**config.mk**
```make
export PLATFORM = sky130hd
export DESIGN_NAME = strip_readout_seq
export DESIGN_NICKNAME = d
export VERILOG_FILES = /design/src/rtl/srs_pkg.sv /design/src/rtl/srs_fsm.sv /design/src/rtl/srs_strip_scan.sv /design/src/rtl/srs_fault_latch.sv /design/src/rtl/strip_readout_seq.sv
export SDC_FILE = /design/constraint.sdc
export NUM_CORES = 1
export LEC_CHECK = 0
export CAP_MARGIN = 30
export CORE_ASPECT_RATIO = 0.7
export CORE_UTILIZATION = 55
export CTS_CLUSTER_SIZE = 14
export DETAILED_ROUTE_END_ITERATION = 10
export GPL_ROUTABILITY_DRIVEN = 0
export HOLD_SLACK_MARGIN = 0.08
export PLACE_DENSITY = 0.83
export SLEW_MARGIN = 30
export SYNTH_ARGS = -nofsm -noshare
export SYNTH_HDL_FRONTEND = slang
export SYNTH_HIERARCHICAL = 1
export SYNTH_SLANG_ARGS = --single-unit
```
**constraint.sdc**
```tcl
create_clock -name clk -period 5.6 [get_ports clk]
set_clock_uncertainty 0.2 [all_clocks]
set_input_delay 0.56 -clock clk [delete_from_list [all_inputs] [get_ports clk]]
set_output_delay 0.56 -clock clk [all_outputs]
set_load 0.01 [all_outputs]
```
**src/rtl/srs_pkg.sv**
```systemverilog
package srs_pkg;

    typedef enum logic [2:0] {
        ST_IDLE  = 3'd0,
        ST_CAL   = 3'd1,
        ST_SETUP = 3'd2,
        ST_READ  = 3'd3,
        ST_ABORT = 3'd4,
        ST_DONE  = 3'd5
    } srs_state_e;

    typedef struct packed {
        logic pulse;
        logic hold;
        logic tk_in;
        logic rclk;
        logic fstrb;
    } fe_ctrl_t;

    function automatic logic is_active(srs_state_e s);
        return (s == ST_CAL) || (s == ST_SETUP) || (s == ST_READ);
    endfunction

    function automatic logic holds_frozen(srs_state_e s);
        return (s == ST_SETUP) || (s == ST_READ);
    endfunction

endpackage

```
**src/rtl/srs_fsm.sv**
```systemverilog
module srs_fsm
    import srs_pkg::*;
#(
    parameter int HOLD_SETUP = 3,
    parameter int PULSE_LEAD = 5
) (
    input  logic       clk,
    input  logic       rst,
    input  logic       trig_i,
    input  logic       rej_i,
    input  logic       cal_i,
    input  logic       scan_end_i,
    output srs_state_e state_o,
    output logic       start_o,
    output logic       pulse_o
);
    localparam int WAIT_MAX = (HOLD_SETUP > PULSE_LEAD) ? HOLD_SETUP : PULSE_LEAD;
    localparam int CW       = $clog2(WAIT_MAX + 1);

    srs_state_e     st, st_nx;
    logic [CW-1:0]  cnt, cnt_nx;

    assign start_o = (st == ST_IDLE) && trig_i;
    assign pulse_o = (st == ST_CAL) && (cnt == '0);
    assign state_o = st;

    always_comb begin
        st_nx  = st;
        cnt_nx = cnt;
        unique case (st)
            ST_IDLE: begin
                cnt_nx = '0;
                if (trig_i) st_nx = cal_i ? ST_CAL : ST_SETUP;
            end
            ST_CAL: begin
                if (rej_i) st_nx = ST_ABORT;
                else if (cnt == CW'(PULSE_LEAD - 1)) begin
                    st_nx  = ST_SETUP;
                    cnt_nx = '0;
                end else cnt_nx = cnt + 1'b1;
            end
            ST_SETUP: begin
                if (rej_i) st_nx = ST_ABORT;
                else if (cnt == CW'(HOLD_SETUP - 1)) begin
                    st_nx  = ST_READ;
                    cnt_nx = '0;
                end else cnt_nx = cnt + 1'b1;
            end
            ST_READ: begin
                if (rej_i || scan_end_i) st_nx = ST_ABORT;
            end
            ST_ABORT: st_nx = ST_DONE;
            ST_DONE:  st_nx = ST_IDLE;
            default:  st_nx = ST_IDLE;
        endcase
    end

    always_ff @(posedge clk) begin
        if (rst) begin
            st  <= ST_IDLE;
            cnt <= '0;
        end else begin
            st  <= st_nx;
            cnt <= cnt_nx;
        end
    end


    rej_abort_chk: assert property (@(posedge clk) disable iff (rst)
        (rej_i && is_active(st)) |=> (st == ST_ABORT));


    abort_then_done_chk: assert property (@(posedge clk) disable iff (rst)
        (st == ST_ABORT) |=> (st == ST_DONE));

endmodule

```
**src/rtl/srs_strip_scan.sv**
```systemverilog
module srs_strip_scan #(
    parameter int N_CHIPS     = 12,
    parameter int CH_PER_CHIP = 128,
    parameter int RCLK_DIV    = 4,
    parameter int SETTLE      = 2,
    parameter int IDX_W       = $clog2(N_CHIPS * CH_PER_CHIP)
) (
    input  logic             clk,
    input  logic             rst,
    input  logic             clear_i,
    input  logic             run_i,
    output logic             rclk_o,
    output logic             tk_o,
    output logic             sample_o,
    output logic [IDX_W-1:0] idx_o,
    output logic             end_o
);
    localparam int STRIPS = N_CHIPS * CH_PER_CHIP;
    localparam int PW     = (RCLK_DIV > 2) ? $clog2(RCLK_DIV) : 1;
    localparam int HIGH   = RCLK_DIV / 2;

    logic [PW-1:0]    ph;
    logic [IDX_W-1:0] idx;
    logic             ph_wrap, last_strip;

    generate
        if ((RCLK_DIV & (RCLK_DIV - 1)) == 0) begin : g_pow2
            assign ph_wrap = &ph;
        end else begin : g_any
            assign ph_wrap = (ph == PW'(RCLK_DIV - 1));
        end
    endgenerate

    assign last_strip = (idx == IDX_W'(STRIPS - 1));

    always_ff @(posedge clk) begin
        if (rst || clear_i) begin
            ph  <= '0;
            idx <= '0;
        end else if (run_i) begin
            if (ph_wrap) begin
                ph <= '0;
                if (!last_strip) idx <= idx + 1'b1;
            end else begin
                ph <= ph + 1'b1;
            end
        end
    end

    assign rclk_o   = run_i && (ph < PW'(HIGH));
    assign tk_o     = run_i && (idx == '0);
    assign sample_o = run_i && (ph == PW'(SETTLE));
    assign idx_o    = idx;
    assign end_o    = run_i && ph_wrap && last_strip;


    idx_step_chk: assert property (@(posedge clk) disable iff (rst || clear_i)
        (run_i && ph_wrap && !last_strip) |=> (idx == $past(idx) + 1'b1));

endmodule

```
**src/rtl/srs_fault_latch.sv**
```systemverilog
module srs_fault_latch (
    input  logic clk,
    input  logic rst,
    input  logic clear_i,
    input  logic watch_i,
    input  logic fault_i,
    output logic flag_o
);
    always_ff @(posedge clk) begin
        if (rst || clear_i) flag_o <= 1'b0;
        else if (watch_i && fault_i) flag_o <= 1'b1;
    end


    fault_clear_chk: assert property (@(posedge clk) disable iff (rst)
        clear_i |=> !flag_o);

endmodule

```
**src/rtl/strip_readout_seq.sv**
```systemverilog
module strip_readout_seq
    import srs_pkg::*;
#(
    parameter int N_CHIPS     = 12,
    parameter int CH_PER_CHIP = 128,
    parameter int RCLK_DIV    = 4,
    parameter int SETTLE      = 2,
    parameter int HOLD_SETUP  = 3,
    parameter int PULSE_LEAD  = 5,
    localparam int IDX_W      = $clog2(N_CHIPS * CH_PER_CHIP)
) (
    input  logic             clk,
    input  logic             rst,
    input  logic             l1_trig_i,
    input  logic             l2_rej_i,
    input  logic             fault_i,
    input  logic             cal_mode_i,
    output logic             hold_o,
    output logic             rclk_o,
    output logic             tk_in_o,
    output logic             fstrb_o,
    output logic             pulse_o,
    output logic             sample_o,
    output logic [IDX_W-1:0] strip_idx_o,
    output logic             done_o,
    output logic             busy_o,
    output logic             err_flag_o
);
    srs_state_e st;
    logic       start, cal_pulse, scan_end, scan_rclk, scan_tk, scan_sample;
    logic       reading;
    fe_ctrl_t   fe;

    srs_fsm #(
        .HOLD_SETUP (HOLD_SETUP),
        .PULSE_LEAD (PULSE_LEAD)
    ) u_fsm (
        .clk        (clk),
        .rst        (rst),
        .trig_i     (l1_trig_i),
        .rej_i      (l2_rej_i),
        .cal_i      (cal_mode_i),
        .scan_end_i (scan_end),
        .state_o    (st),
        .start_o    (start),
        .pulse_o    (cal_pulse)
    );

    assign reading = (st == ST_READ);

    srs_strip_scan #(
        .N_CHIPS     (N_CHIPS),
        .CH_PER_CHIP (CH_PER_CHIP),
        .RCLK_DIV    (RCLK_DIV),
        .SETTLE      (SETTLE),
        .IDX_W       (IDX_W)
    ) u_scan (
        .clk      (clk),
        .rst      (rst),
        .clear_i  (start),
        .run_i    (reading),
        .rclk_o   (scan_rclk),
        .tk_o     (scan_tk),
        .sample_o (scan_sample),
        .idx_o    (strip_idx_o),
        .end_o    (scan_end)
    );

    srs_fault_latch u_fault (
        .clk     (clk),
        .rst     (rst),
        .clear_i (start),
        .watch_i (reading),
        .fault_i (fault_i),
        .flag_o  (err_flag_o)
    );

    always_comb begin
        fe.pulse = cal_pulse;
        fe.hold  = holds_frozen(st);
        fe.tk_in = scan_tk;
        fe.rclk  = scan_rclk;
        fe.fstrb = (st == ST_ABORT);
    end

    assign hold_o   = fe.hold;
    assign rclk_o   = fe.rclk;
    assign tk_in_o  = fe.tk_in;
    assign fstrb_o  = fe.fstrb;
    assign pulse_o  = fe.pulse;
    assign sample_o = scan_sample;
    assign done_o   = (st == ST_DONE);
    assign busy_o   = (st != ST_IDLE);


    rclk_needs_hold_chk: assert property (@(posedge clk) disable iff (rst)
        rclk_o |-> hold_o);


    token_on_rclk_chk: assert property (@(posedge clk) disable iff (rst)
        $rose(tk_in_o) |-> $rose(rclk_o));


    fstrb_done_chk: assert property (@(posedge clk) disable iff (rst)
        fstrb_o |=> (done_o && !hold_o && !fstrb_o));


    sample_single_chk: assert property (@(posedge clk) disable iff (rst)
        sample_o |=> !sample_o);


    pulse_before_hold_chk: assert property (@(posedge clk) disable iff (rst)
        pulse_o |=> (!pulse_o && !hold_o));


    err_cause_chk: assert property (@(posedge clk) disable iff (rst)
        $rose(err_flag_o) |-> $past(fault_i));

endmodule

```
Yosys cells after proc, flatten, opt, wreduce, memory -nomap -nowiden

Index checks and enable logic that the tools add are counted.

Register bits: 20
Logic and storage cells: 59
Output and inout bits: 20
Bits of input ports: 6

Muxes and demuxes: 14
Bitwise operators: 1
Equal/unequal tests: 15
Magnitude comparators: 1
Reductions and logical operators: 20
$add $sub $neg: 3

Operators with widths:

| operator              | number |
|---|---|
| $mux 3                | 10 |
| $pmux 3 s5            | 1 |
| $add 11x1->11 const B | 1 |
| $eq 11x11->1 const B  | 1 |
| $logic_not 11->1      | 1 |
| $eq 3x2->1 const B    | 3 |
| $eq 3x3->1 const B    | 3 |
| $pmux 3 s3            | 1 |
| $logic_and 1x1->1     | 8 |
| $ne 2x2->1 const B    | 4 |
| $reduce_and 4->1      | 2 |
| $logic_not 3->1       | 2 |
| $reduce_bool 3->1     | 2 |
| $mux 2                | 2 |
| $add 3x1->3 const B   | 1 |
| $eq 3x1->1 const B    | 1 |
| $logic_or 1x1->1      | 3 |
| $ne 3x2->1 const B    | 1 |
| $ne 3x3->1 const B    | 1 |
| $reduce_and 3->1      | 1 |
| $add 2x1->2 const B   | 1 |
| $eq 2x2->1 const B    | 1 |
| $lt 2x2->1 const B    | 1 |
| $reduce_and 2->1      | 1 |
| $not 1->1             | 1 |

Logic depth before layout (Yosys ltp)

Depth in word-level cells: 6
Gate-level depth with buffers: 9
Mapped depth without buffers: 8

Modules after synthesis

Netlist, hierarchy kept.

Modules (own cells, without submodules):

| module            | area an instance (µm²) | cells an instance | sequential area each (µm²) | instances |
|---|---|---|---|---|
| srs_strip_scan    | 759.5                  | 84                | 260.2                      | 1 |
| srs_fsm           | 462.9                  | 57                | 120.1                      | 1 |
| strip_readout_seq | 40.0                   | 5                 | 0.0                        | 1 |
| srs_fault_latch   | 38.8                   | 3                 | 20.0                       | 1 |

Worst setup path after synthesis

No wires, ideal clock.

Path kind: reg2reg
From: reg u_fsm.st[1], in the netlist u_fsm/state_o[1]
To: reg u_fsm.st[1], in the netlist u_fsm/state_o[1]
Stages on the path, launching flop included: 10
Setup time: 0.072 ns
Required time: 5.328 ns
Period minus slack after synthesis: 2.292 ns
Setup slack: 3.308 ns
Data arrival time: 2.020 ns
Path buffers: 1
Cell sequence: dfxtp_1 -> and3b_2 -> buf_6 -> nand4_1 -> or3_1 -> nor2_1 -> nor2b_1 -> o211ai_1 -> a21boi_0 -> mux2i_1

Word-level cells in the longest chain between the ends: 6
Elaborated cells between the ends (all ways): 14
Those cells by class: 8 x eq/ne; 1 x mux; 5 x reduce/logical

RTL lines:

| element                           | line                    | source |
|---|---|---|
| start, declared                   | srs_fsm.sv:20           | `srs_state_e st, st_nx;` |
| start signal, assigned            | srs_fsm.sv:63           | `st <= st_nx;` |
| $eq 3x2->1                        | strip_readout_seq.sv:49 | `assign reading = (st == ST_READ);` |
| named net reading                 | strip_readout_seq.sv:31 | `logic reading;` |
| $logic_and 1x1->1 (2 in series)   | srs_strip_scan.sv:54    | `assign end_o = run_i && ph_wrap && last_strip;` |
| named net scan_end                | strip_readout_seq.sv:30 | `logic start, cal_pulse, scan_end, scan_rclk, scan_tk, scan_sample;` |
| $logic_or 1x1->1                  | srs_fsm.sv:50           | `if (rej_i \|\| scan_end_i) st_nx = ST_ABORT;` |
| $ne 2x2->1 (no source line)       | -                       |  |
| $reduce_and 4->1 (no source line) | -                       |  |

The timed path passes the listed nets, and every way through them passes these cells.
A chain may end at the register's enable or synchronous reset.

Final worst setup path

From: reg u_fsm.st[1], in the netlist u_fsm/state_o[1]
To: out tk_in_o

Word-level cells in the longest chain between the ends: 2

RTL lines:

| element           | line                    | source |
|---|---|---|
| $eq 3x2->1        | strip_readout_seq.sv:49 |  |
| named net reading | strip_readout_seq.sv:31 |  |
| $logic_and 1x1->1 | srs_strip_scan.sv:51    | `assign tk_o = run_i && (idx == '0);` |
| end, declared     | strip_readout_seq.sv:20 | `output logic tk_in_o,` |

The timed path passes the listed nets, and every way through them passes these cells.

==> results.json <==
{
  "status": "finished clean",
  "path_max_fanout": 20,
  "fillers": 166,
  "pin_count": 26,
  "die_w_um": 60.14,
  "grtUsageTotal": 0.2609,
  "antenna_cells": 0,
  "cp-start-kind": "flop",
  "ys_warn_count": 6,
  "top_usage_layer": "met2",
  "drtPass1Iterations": 4,
  "synth_edf_count": 0,
  "core-area_um2": 2190,
  "synth-seq-cells": 20,
  "p_sw_frac": 0.3653,
  "clkPwrFrac": 0.194,
  "multiInputGateArea_um2": 842.1,
  "via_per_inst": 6.108,
  "seqCellArea_um2": 400.4,
  "gr-usage-met3": 0.06707,
  "met1_usage": 0.3798,
  "yosys_most_used_dff": "dfxtp_1",
  "start_util": 0.5943,
  "worstMarginPinSlew_ns": 0.5580,
  "placed_cell_area_um2": 1555,
  "cap_violations": 0,
  "drc": 0,
  "grt_pass1_wl_um": 4961,
  "numCtsBuffers": 3,
  "grt_pass1_vias": 1054,
  "ir_drop_v": 0.0001759,
  "synth_cells": 149,
  "hold_viol_final": 0,
  "cts.sinks": 20,
  "min_period_ns": 3.382,
  "wl_per_cell_um": 14.13,
  "die_area_um2": 2567,
  "num_vias": 1246,
  "cts_root_buf": "clkbuf_4",
  "postLayoutCellArea_um2": 1592,
  "synth_cell_types": 52,
  "setup_tns_ns": 0,
  "port_buffers": 25,
  "p_sw_uw": 159.0,
  "final_util": 0.7269,
  "drive_above_1_share": 0.09884,
  "worstPathArrival_ns": 2.62,
  "drtAntennaViolNets": 0,
  "clock.fmax_ghz": 0.2957,
  "final_nets": 187,
  "rsz0062_at_grt": "false",
  "syn_area_um2": 1301,
  "setup_viol": 0,
  "drv_slew": 0,
  "cts_resized": 0,
  "hp-class": "reg2reg",
  "dp_hpwl_um": 2119,
  "h-tree-depth": 1,
  "cts_tree": "yes",
  "p_seq_frac": 0.441,
  "grt-ovfl-total": 0,
  "grt_max_degree": 21,
  "hold_buffers": 0,
  "die_height_um": 42.70,
  "cts_buffer_depth": 2,
  "routed_wl_um": 2883,
  "cp-end-kind": "output port",
  "antenna_found_initial": 0,
  "grt_use_met2": 0.3846,
  "clock_latency_ns": 0.31,
  "cts_setup_buffers": 0,
  "internal_power_uw": 276.1,
  "synth_seq_area_share": 0.3077,
  "path_clk_slew_ns": 0.11,
  "avgSynthCellArea_um2": 8.733,
  "maxSlewHeadroom": 0.6228,
  "synthArstFlopShare": 0,
  "finalCritPeriodShare": 0.6038,
  "syn2layout_area_growth_pct": 22.31,
  "crit_type": "reg2out",
  "worst_hold_slack_ns": 0.3068,
  "cp.required_ns": 4.84,
  "drt_iter0_drc": 81,
  "p_leak_nw": 0.5725,
  "powerDensity_nw_per_um2": 273.4,
  "p_comb_frac": 0.365,
  "core.rowCount": 14,
  "synth_nets": 163
}
cell usage after synthesis, drive strengths merged, types with 4 or more instances:
cell,n,share of area
ha,8,0.077
nor2,12,0.035
o21ai,5,0.022
xnor2,4,0.027
or4,5,0.029
dfxtp,20,0.31
nor4,4,0.031
nand2,11,0.032
a21oi,11,0.045
nor2b,4,0.019
buf,4,0.022
o31ai,5,0.033
inv,6,0.017
worst max-delay path: stages (launching register included):
cell,delay [ns]
dfxtp_1,0.70
and3b_2,0.41
nor4b_1,0.34
nand2_1,0.08
nor4_1,0.19
clkdlybuf4s50_1,0.58
sequential cells by signal, summed over array words and instances, names as in the netlist:
signal          cells
u_fault/flag_o      1
u_fsm/cnt           3
u_fsm/state_o       3
u_scan/idx_o       11
u_scan/ph           2
power groups by stage:
stage / combinational (mW) / sequential [mW] / clock [mW]
after floorplan: 0.126 / 0.173 / 0
after global placement: 0.154 / 0.192 / 0
after detailed placement: 0.158 / 0.195 / 0
after CTS: 0.159 / 0.192 / 0.0853
after global routing: 0.178 / 0.199 / 0.0939
final: 0.159 / 0.192 / 0.0842
final cells by class:
class	count	area share
multi-input cells	117	0.5291
flip-flops and latches	20	0.2516
repair buffers	25	0.1572
well taps	32	0.02516
clock buffers	4	0.02280
inverters	6	0.01415
kinds of logic after synthesis:
kind of cell               after synthesis  share of synthesized area
and+or+nand+nor                         69                     0.3481
muxes                                    2                    0.01539
AOI/OAI and AO/OA                       34                     0.1798
buffers and inverters                   12                    0.04520
DFF                                     20                     0.3077
xor gates and xnor gates                 4                    0.02692
adders and majority gates                8                    0.07693
metrics by stage:
stage	instances	worst slack, ns	power [mW]
CTS	204	2.221	0.4367
global route	204	2.032	0.4707
global placement	200	2.759	0.3456
finish	204	2.218	0.4351
detailed placement	200	2.581	0.3532
floorplan	149	3.308	0.2989
cell usage in the layout, fill, tap and decap left out, types with 3 or more instances in the layout:
cell | Yosys | routed
nor4_1 | 3 | 3
clkdlybuf4s50_1 | 0 | 25
or4_1 | 5 | 5
o21ai_0 | 4 | 4
nor2b_1 | 4 | 4
nor2_1 | 12 | 12
clkbuf_4 | 0 | 3
inv_1 | 6 | 6
xnor2_1 | 4 | 4
ha_1 | 8 | 8
a21oi_1 | 10 | 10
nand3_1 | 3 | 3
nand2b_1 | 3 | 3
nand2_1 | 11 | 11
or3_1 | 3 | 3
dfxtp_1 | 20 | 20
nor4b_1 | 3 | 3
o31ai_1 | 4 | 4
path summary, 6_finish.rpt:
check	from	to	slack [ns]	cells after the start
worst min-delay path	u_fsm/cnt[1]	u_fsm/cnt[1]	0.31	2
worst max register to register	u_fsm/state_o[1]	u_fsm/state_o[1]	2.71	8
worst max-delay path	u_fsm/state_o[1]	tk_in_o	2.22	5
worst min register to register	u_fsm/cnt[1]	u_fsm/cnt[1]	0.31	2
metal layers:
metal / wire [um] / share of wire / up-vias
met1: 1355 / 0.47 / 592
li1: - / - / 599
met5: 0 / 0 / -
met4: 44 / 0.015 / 0
met2: 1259 / 0.44 / 47
met3: 223 / 0.077 / 8
Power figures use the tool's default switching activity.
